File: src/rtl/flg_pkg.sv
package flg_pkg;

    localparam int unsigned WORD_W = 32;

    typedef enum logic [1:0] {
        SZ_BYTE     = 2'b00,
        SZ_HALF     = 2'b01,
        SZ_WORD     = 2'b10,
        SZ_WORD_ALT = 2'b11
    } size_e;

    typedef enum logic {
        OP_ADD = 1'b0,
        OP_SUB = 1'b1
    } op_e;

    // Positions in the flag image
    localparam int unsigned POS_CARRY  = 0;
    localparam int unsigned POS_PARITY = 2;
    localparam int unsigned POS_NIBBLE = 4;
    localparam int unsigned POS_ZERO   = 6;
    localparam int unsigned POS_SIGN   = 7;
    localparam int unsigned POS_OVFL   = 11;
    localparam int unsigned IMG_W      = 32;

    typedef struct packed {
        logic ovfl;
        logic sign;
        logic zero;
        logic nibble;
        logic parity;
        logic carry;
    } flags_t;

    // Raw per-size view of the adder
    typedef struct packed {
        logic msb;
        logic c_top_in;
        logic c_top_out;
    } view_t;

    function automatic logic even_ones(input logic [7:0] v);
        return ~^v;
    endfunction

    function automatic int unsigned size_index(input size_e s);
        case (s)
            SZ_BYTE: return 0;
            SZ_HALF: return 1;
            default: return 2;
        endcase
    endfunction

endpackage

File: src/rtl/flg_addsub.sv
module flg_addsub
    import flg_pkg::*;
#(
    parameter int unsigned W = WORD_W
) (
    input  logic [W-1:0] a,
    input  logic [W-1:0] b,
    input  op_e          op,
    input  logic         cin,
    output logic [W-1:0] sum,
    output logic [W:0]   carries   // carries[i] = carry into bit i
);

    logic [W-1:0] b_eff;
    logic         is_sub;

    assign is_sub     = (op == OP_SUB);
    assign b_eff      = is_sub ? ~b : b;
    assign carries[0] = is_sub ? ~cin : cin;

    for (genvar i = 0; i < W; i++) begin : g_bit
        logic p_i;
        assign p_i            = a[i] ^ b_eff[i];
        assign sum[i]         = p_i ^ carries[i];
        assign carries[i + 1] = (a[i] & b_eff[i]) | (p_i & carries[i]);
    end

endmodule

File: src/rtl/flg_size_view.sv
module flg_size_view
    import flg_pkg::*;
#(
    parameter int unsigned W = WORD_W
) (
    input  logic [W-1:0] sum,
    input  logic [W:0]   carries,
    input  size_e        size,
    input  op_e          op,
    output logic [W-1:0] result,
    output flags_t       flags
);

    localparam int unsigned NUM_SZ = 3;
    localparam int unsigned BYTE_W = W / 4;
    localparam int unsigned HALF_W = W / 2;

    logic [W-1:0] cand_res  [NUM_SZ];
    view_t        cand_view [NUM_SZ];
    view_t        view;
    logic         is_sub;

    for (genvar k = 0; k < NUM_SZ; k++) begin : g_size
        localparam int unsigned LW = (k == 0) ? BYTE_W : (k == 1) ? HALF_W : W;
        localparam logic [W-1:0] MASK = {W{1'b1}} >> (W - LW);
        assign cand_res[k]            = sum & MASK;
        assign cand_view[k].msb       = sum[LW-1];
        assign cand_view[k].c_top_in  = carries[LW-1];
        assign cand_view[k].c_top_out = carries[LW];
    end

    assign is_sub = (op == OP_SUB);

    always_comb begin
        result = cand_res[size_index(size)];
        view   = cand_view[size_index(size)];
        flags.carry  = view.c_top_out ^ is_sub;
        flags.ovfl   = view.c_top_in ^ view.c_top_out;
        flags.sign   = view.msb;
        flags.zero   = (result == '0);
        flags.nibble = carries[4] ^ is_sub;
        flags.parity = even_ones(result[7:0]);
    end

endmodule

File: src/rtl/flg_pack.sv
module flg_pack
    import flg_pkg::*;
(
    input  flags_t             flags,
    output logic [IMG_W-1:0]   image
);

    always_comb begin
        image             = '0;
        image[POS_CARRY]  = flags.carry;
        image[POS_PARITY] = flags.parity;
        image[POS_NIBBLE] = flags.nibble;
        image[POS_ZERO]   = flags.zero;
        image[POS_SIGN]   = flags.sign;
        image[POS_OVFL]   = flags.ovfl;
    end

endmodule

File: src/rtl/flg_status_gen.sv
module flg_status_gen
    import flg_pkg::*;
#(
    parameter int unsigned WIDTH = WORD_W
) (
    input  logic [WIDTH-1:0] a_i,
    input  logic [WIDTH-1:0] b_i,
    input  logic             op_i,
    input  logic [1:0]       size_i,
    input  logic             carry_i,
    output logic [WIDTH-1:0] result_o,
    output logic [IMG_W-1:0] flags_o
);

    localparam int unsigned BYTE_W = WIDTH / 4;
    localparam int unsigned HALF_W = WIDTH / 2;
    localparam logic [IMG_W-1:0] USED_BITS =
        (IMG_W'(1) << POS_CARRY)  | (IMG_W'(1) << POS_PARITY) |
        (IMG_W'(1) << POS_NIBBLE) | (IMG_W'(1) << POS_ZERO)   |
        (IMG_W'(1) << POS_SIGN)   | (IMG_W'(1) << POS_OVFL);

    op_e            op;
    size_e          size;
    logic [WIDTH-1:0] sum;
    logic [WIDTH:0]   carries;
    flags_t           flags;

    assign op   = op_e'(op_i);
    assign size = size_e'(size_i);

    flg_addsub #(.W(WIDTH)) u_addsub (
        .a       (a_i),
        .b       (b_i),
        .op      (op),
        .cin     (carry_i),
        .sum     (sum),
        .carries (carries)
    );

    flg_size_view #(.W(WIDTH)) u_view (
        .sum     (sum),
        .carries (carries),
        .size    (size),
        .op      (op),
        .result  (result_o),
        .flags   (flags)
    );

    flg_pack u_pack (
        .flags (flags),
        .image (flags_o)
    );

    always_comb begin

        img_rsvd_chk: assert ((flags_o & ~USED_BITS) == '0);

        zero_flag_chk: assert (flags_o[POS_ZERO] == (result_o == '0));

        parity_flag_chk: assert (flags_o[POS_PARITY] == ~^result_o[7:0]);

        upper_zero_chk: assert (
            (size == SZ_BYTE) ? (result_o >> BYTE_W) == '0 :
            (size == SZ_HALF) ? (result_o >> HALF_W) == '0 : 1'b1);

        sign_flag_chk: assert (flags_o[POS_SIGN] ==
            ((size == SZ_BYTE) ? result_o[BYTE_W-1] :
             (size == SZ_HALF) ? result_o[HALF_W-1] : result_o[WIDTH-1]));
    end

endmodule

File: config.mk
export PLATFORM = sky130hd
export DESIGN_NAME = flg_status_gen
export DESIGN_NICKNAME = d
export VERILOG_FILES = /design/src/rtl/flg_pkg.sv /design/src/rtl/flg_addsub.sv /design/src/rtl/flg_size_view.sv /design/src/rtl/flg_pack.sv /design/src/rtl/flg_status_gen.sv
export SDC_FILE = /design/constraint.sdc
export NUM_CORES = 1
export LEC_CHECK = 0
export ABC_CLOCK_PERIOD_IN_PS = 90600
export BUFFER_PORTS_ARGS = -buffer_cell sky130_fd_sc_hd__buf_2
export CAP_MARGIN = 15
export CORE_ASPECT_RATIO = 0.7
export CORE_MARGIN = 2
export CORE_UTILIZATION = 40
export DETAILED_ROUTE_END_ITERATION = 10
export PLACE_DENSITY_LB_ADDON = 0.25
export SYNTH_ARGS = -nofsm -noshare
export SYNTH_HDL_FRONTEND = slang
export SYNTH_SLANG_ARGS = --single-unit
File: constraint.sdc
create_clock -name vclk -period 90.6
set_clock_uncertainty 0.1 [all_clocks]
set_input_delay 27.18 -clock vclk [all_inputs]
set_output_delay 27.18 -clock vclk [all_outputs]
set_load 0.05 [all_outputs]
Yosys cells after proc, flatten, opt, wreduce, memory -nomap -nowiden
Cells that the tools add are included.
{"block": "word_totals", "in_bits": 68, "register_bits": 0, "output_inout_bits": 64}
{"block": "op_classes", "n_reduce_logical": 3, "mux": 9, "n_eq_ne": 1, "order_cmp": 1, "bitwise_logic": 166}
{"cell": "$mux W32", "count": 3}
{"cell": "$xor A1 B1 Y1", "count": 67}
{"cell": "$and A1 B1 Y1", "count": 64}
{"cell": "$bmux W32 S2", "count": 1}
{"cell": "$ge A33 B3 Y1 const B", "count": 1}
{"cell": "$not A2 Y33", "count": 1}
{"cell": "$logic_not A32 Y1", "count": 1}
{"cell": "$not A32 Y32", "count": 1}
{"cell": "$or A1 B1 Y1", "count": 32}
{"cell": "$reduce_xnor A8 Y1", "count": 1}
{"cell": "$bmux W3 S2", "count": 1}
{"cell": "$mux W3", "count": 2}
{"cell": "$pmux W2 S2", "count": 1}
{"cell": "$eq A2 B1 Y1 const B", "count": 1}
{"cell": "$logic_not A2 Y1", "count": 1}
{"cell": "$mux W1", "count": 1}
{"cell": "$not A1 Y1", "count": 1}

Logic depth before layout (Yosys ltp)
{"block": "logic_depth", "depth_word": 71, "depth_mapped": 40, "depth_no_buf": 38}

Cells and area by module
A second synthesis with hierarchy kept.
{"block": "hier_totals", "hier_cells": 267, "hier_area_um2": 2054.5}
{"module": "flg_addsub", "area_per_inst_um2": 1347.5, "instances": 1, "seq_area_each_um2": 0.0, "cells_per_inst": 164}
{"module": "flg_size_view", "area_per_inst_um2": 462.9, "instances": 1, "seq_area_each_um2": 0.0, "cells_per_inst": 70}
{"module": "flg_pack", "area_per_inst_um2": 244.0, "instances": 1, "seq_area_each_um2": 0.0, "cells_per_inst": 33}

Least setup slack after synthesis
Ideal clock, no wire load.
{"block": "synth_path", "kind": "input to output", "start": "in op_i", "end": "out flags_o[6]", "arrival_time_ps": 42663, "required_time_ps": 63320, "stages": 40, "slack_ps": 20657, "n_path_buf": 2, "path_cell_list": "buf_2 -> buf_4 -> xor2_1 -> fa_1 -> fa_1 -> inv_1 -> fa_1 -> inv_1 -> fa_1 -> fa_1 -> fa_1 -> fa_1 -> fa_1 -> fa_1 -> fa_1 -> fa_1 -> fa_1 -> fa_1 -> [... 4 more ...] -> fa_1 -> fa_1 -> fa_1 -> fa_1 -> fa_1 -> fa_1 -> fa_1 -> fa_1 -> fa_1 -> fa_1 -> fa_1 -> fa_1 -> fa_1 -> fa_1 -> fa_1 -> nor4_1 -> nand4_1 -> a211oi_1"}
{"block": "synth_via", "elab_chain_len": 69, "elab_cells_between_ends": 163, "classes_between": "5 x mux; 157 x bitwise; 1 x reduce/logical"}
{"item": "start: declaration", "line": "flg_status_gen.sv:8", "rtl": "input logic op_i,"}
{"item": "$mux W32", "line": "flg_addsub.sv:18", "rtl": "assign b_eff = is_sub ? ~b : b;"}
{"item": "$xor A1 B1 Y1", "line": "flg_addsub.sv:23", "rtl": "assign p_i = a[i] ^ b_eff[i];"}
{"item": "$and A1 B1 Y1", "line": "flg_addsub.sv:25", "rtl": "assign carries[i + 1] = (a[i] & b_eff[i]) | (p_i & carries[i]);"}
{"item": "$or A1 B1 Y1", "line": "flg_addsub.sv:25"}
{"item": "$and A1 B1 Y1", "line": "flg_addsub.sv:25"}
{"item": "$or A1 B1 Y1", "line": "flg_addsub.sv:25"}
{"item": "$and A1 B1 Y1", "line": "flg_addsub.sv:25"}
{"item": "$or A1 B1 Y1", "line": "flg_addsub.sv:25"}
{"item": "[... 52 more ...]"}
{"item": "$and A1 B1 Y1", "line": "flg_addsub.sv:25"}
{"item": "$or A1 B1 Y1", "line": "flg_addsub.sv:25"}
{"item": "$and A1 B1 Y1", "line": "flg_addsub.sv:25"}
{"item": "$or A1 B1 Y1", "line": "flg_addsub.sv:25"}
{"item": "$xor A1 B1 Y1", "line": "flg_addsub.sv:24", "rtl": "assign sum[i] = p_i ^ carries[i];"}
{"item": "$bmux W32 S2 *", "line": "flg_size_view.sv:35", "rtl": "result = cand_res[size_index(size)];"}
{"item": "$mux W32 (implied by the code) * (2 in series)", "line": "flg_size_view.sv:35"}
{"item": "$logic_not A32 Y1 *", "line": "flg_size_view.sv:40", "rtl": "flags.zero = (result == '0);"}
{"item": "end: declaration", "line": "flg_status_gen.sv:12", "rtl": "output logic [IMG_W-1:0] flags_o"}
Mark *: on every way between the ends. The rest lies on a longest branch, timed or not. The select of a mux whose other input is x is not followed.

Worst setup path after layout
Ends and elaborated chain as after synthesis.

==> impl_metrics.json <==
{
  "tns_ps": 0,
  "path_class": "input pin to output port",
  "layout-drive-gt1-share": 0.418,
  "drt_pre_antenna_iters": 4,
  "cp.depth": 41,
  "design.die.area_mm2": 0.00461,
  "post_cts_resized": 0,
  "vias_per_cell": 4.14,
  "drtIter0Drc": 8,
  "cellPowerDensity_mw_per_mm2": 20.1,
  "routed_wl_um": 3360,
  "ys_seq_area_frac": 0,
  "antenna_found_initial": 0,
  "final_nets": 367,
  "grt_pass1_vias": 1189,
  "wire_per_inst_um": 10.7,
  "regArea_um2": 0,
  "hold_violations": 0,
  "route.detailed.drc": 0,
  "yosys_warnings": 0,
  "postCtsHoldBufs": 0,
  "critical-path-max-stage-delay_ps": 490,
  "min_path_type": "input pin to output port",
  "finalCoreUtilization": 0.527,
  "setup_ws_ps": 20580,
  "synth_cell_types": 23,
  "nClkBuffers": 0,
  "crit_start": "op_i",
  "synth_top_area_frac": 0.393,
  "chipHeight_um": 57.4,
  "arrival_ps": 42740,
  "irDropWorstVdd_uv": 22.1,
  "num_antenna_cells": 0,
  "grt_first_pass_wirelength_um": 5310,
  "io_pins": 132,
  "critPathBufInv": 5,
  "final_antenna_net_count": 0,
  "track_usage": 0.140,
  "rsz0062_at_grt": "no",
  "row_count": 19,
  "ys_top_cells_by_area": "fa_1 39%, xor2_1 18%, buf_4 13%",
  "grt_start_max_net_pins": 36,
  "die_width_um": 80.3,
  "maxSlewHeadroom": 0.633,
  "crit_top_cell": "fa_1",
  "synth_most_common_cell": "xor2_1",
  "critPathCaptureType": "output port",
  "finalCritPeriodShare": 0.773,
  "multiInputGateArea_mm2": 0.00142,
  "p_leak_nw": 1.11,
  "initial_core_util": 0.416,
  "syn2layout_area_growth_pct": 26.8,
  "place_ws_ps": 20440,
  "grt_overflow": 0,
  "core_mm2": 0.00392,
  "critPathTopFamily": "adder cells",
  "place.port_buffers": 106,
  "syn_inst": 169,
  "tightest_slew_ps": 548,
  "min_period_ps": 70020,
  "design.seq.count": 0,
  "post_cts_buffers": 0,
  "hpwl_um": 3120,
  "postSynthAreaPerCell_um2": 9.65,
  "cp_max_fo": 35,
  "ys_top_cells_by_count": "33 x xor2_1, 32 x fa_1, 29 x buf_4",
  "status": "finished clean",
  "required_ps": 63320,
  "yosys.area.top_type": "fa_1",
  "finalMaxSlewViolations": 0,
  "cp-endpoint": "flags_o[6]",
  "critPathLaunchType": "input pin",
  "cp_slowest_cell": "fa_1",
  "setup_viol": 0,
  "fill_cells": 415,
  "fmax_mhz": 14.3,
  "gp_congestion": 0.688,
  "synth_area_mm2": 0.00163,
  "maxCapViolCount": 0,
  "vias": 1296
}
[worst min-delay path: stages]
cell and delay (ps):
buf_2 90, fa_1 170, buf_2 260
[power breakdown]
part	leakage, nW	switching (W)	internal [W]
combinational	1.11	0.0000296	0.0000119
clock	0	0	0
sequential	0	0	0
total	1.11	0.0000296	0.0000119
[routing by layer]
layer | wire [um] | share of wire | vias to the layer above | GRT usage
li1 | - | - | 649 | -
met1 | 1480 | 0.44 | 584 | 0.209
met2 | 1500 | 0.45 | 63 | 0.225
met3 | 381 | 0.11 | 0 | 0.0301
met4 | 0 | 0 | 0 | 0
met5 | 0 | 0 | - | 0
[area by class of cell]
cell class                      instances  area share
Tap cell                               52      0.0315
Timing Repair Buffer                  107       0.260
Multi-Input combinational cell        143       0.688
Inverter                               11      0.0200
[logic make-up (layout without fill, tap and decap cells)]
logic type,count (synthesis),in the layout,synth area share
AO/OA/AOI/OAI,4,4,0.0153
XOR/XNOR,39,39,0.210
adder cells (fa/ha/maj),36,36,0.424
buffers and inverters,51,118,0.185
multiplexers,4,4,0.0353
other,1,26,0.00230
AND/OR/NAND/NOR,34,34,0.129
[worst min path at each step]
stage / start / end / slack (ps) / cells past startpoint
final: a_i[4] / result_o[4] / 54780 / 3
after global routing: a_i[3] / result_o[3] / 54820 / 3
after CTS: a_i[4] / result_o[4] / 54790 / 3
after detailed placement: a_i[4] / result_o[4] / 54790 / 3
after global placement: a_i[4] / result_o[4] / 54790 / 3
after floorplan: size_i[1] / flags_o[6] / 54660 / 3
[stage by stage]
stage	hold slack, ps	cell area, um2	cells	total power, W
6_report	54780	2070	313	0.0000415
5_1_grt	54820	2070	313	0.0000452
4_1_cts	54790	2070	313	0.0000421
3_5_place_dp	54790	2070	313	0.0000420
3_3_place_gp	54790	2070	313	0.0000419
2_1_floorplan	54660	1720	194	0.0000346
[layout by cell type, fill, tap and decap left out, types with 2 or more instances in the layout]
cell     instances
inv_1           11
mux2i_1          2
nand4_1          2
ha_1             4
xor2_1          33
buf_2          106
and2_1          16
nor2b_1          6
and2b_1          2
nor4_1           6
fa_1            32
xnor2_1          6
conb_1          26
No activity file was read; power rests on OpenSTA's default activity.
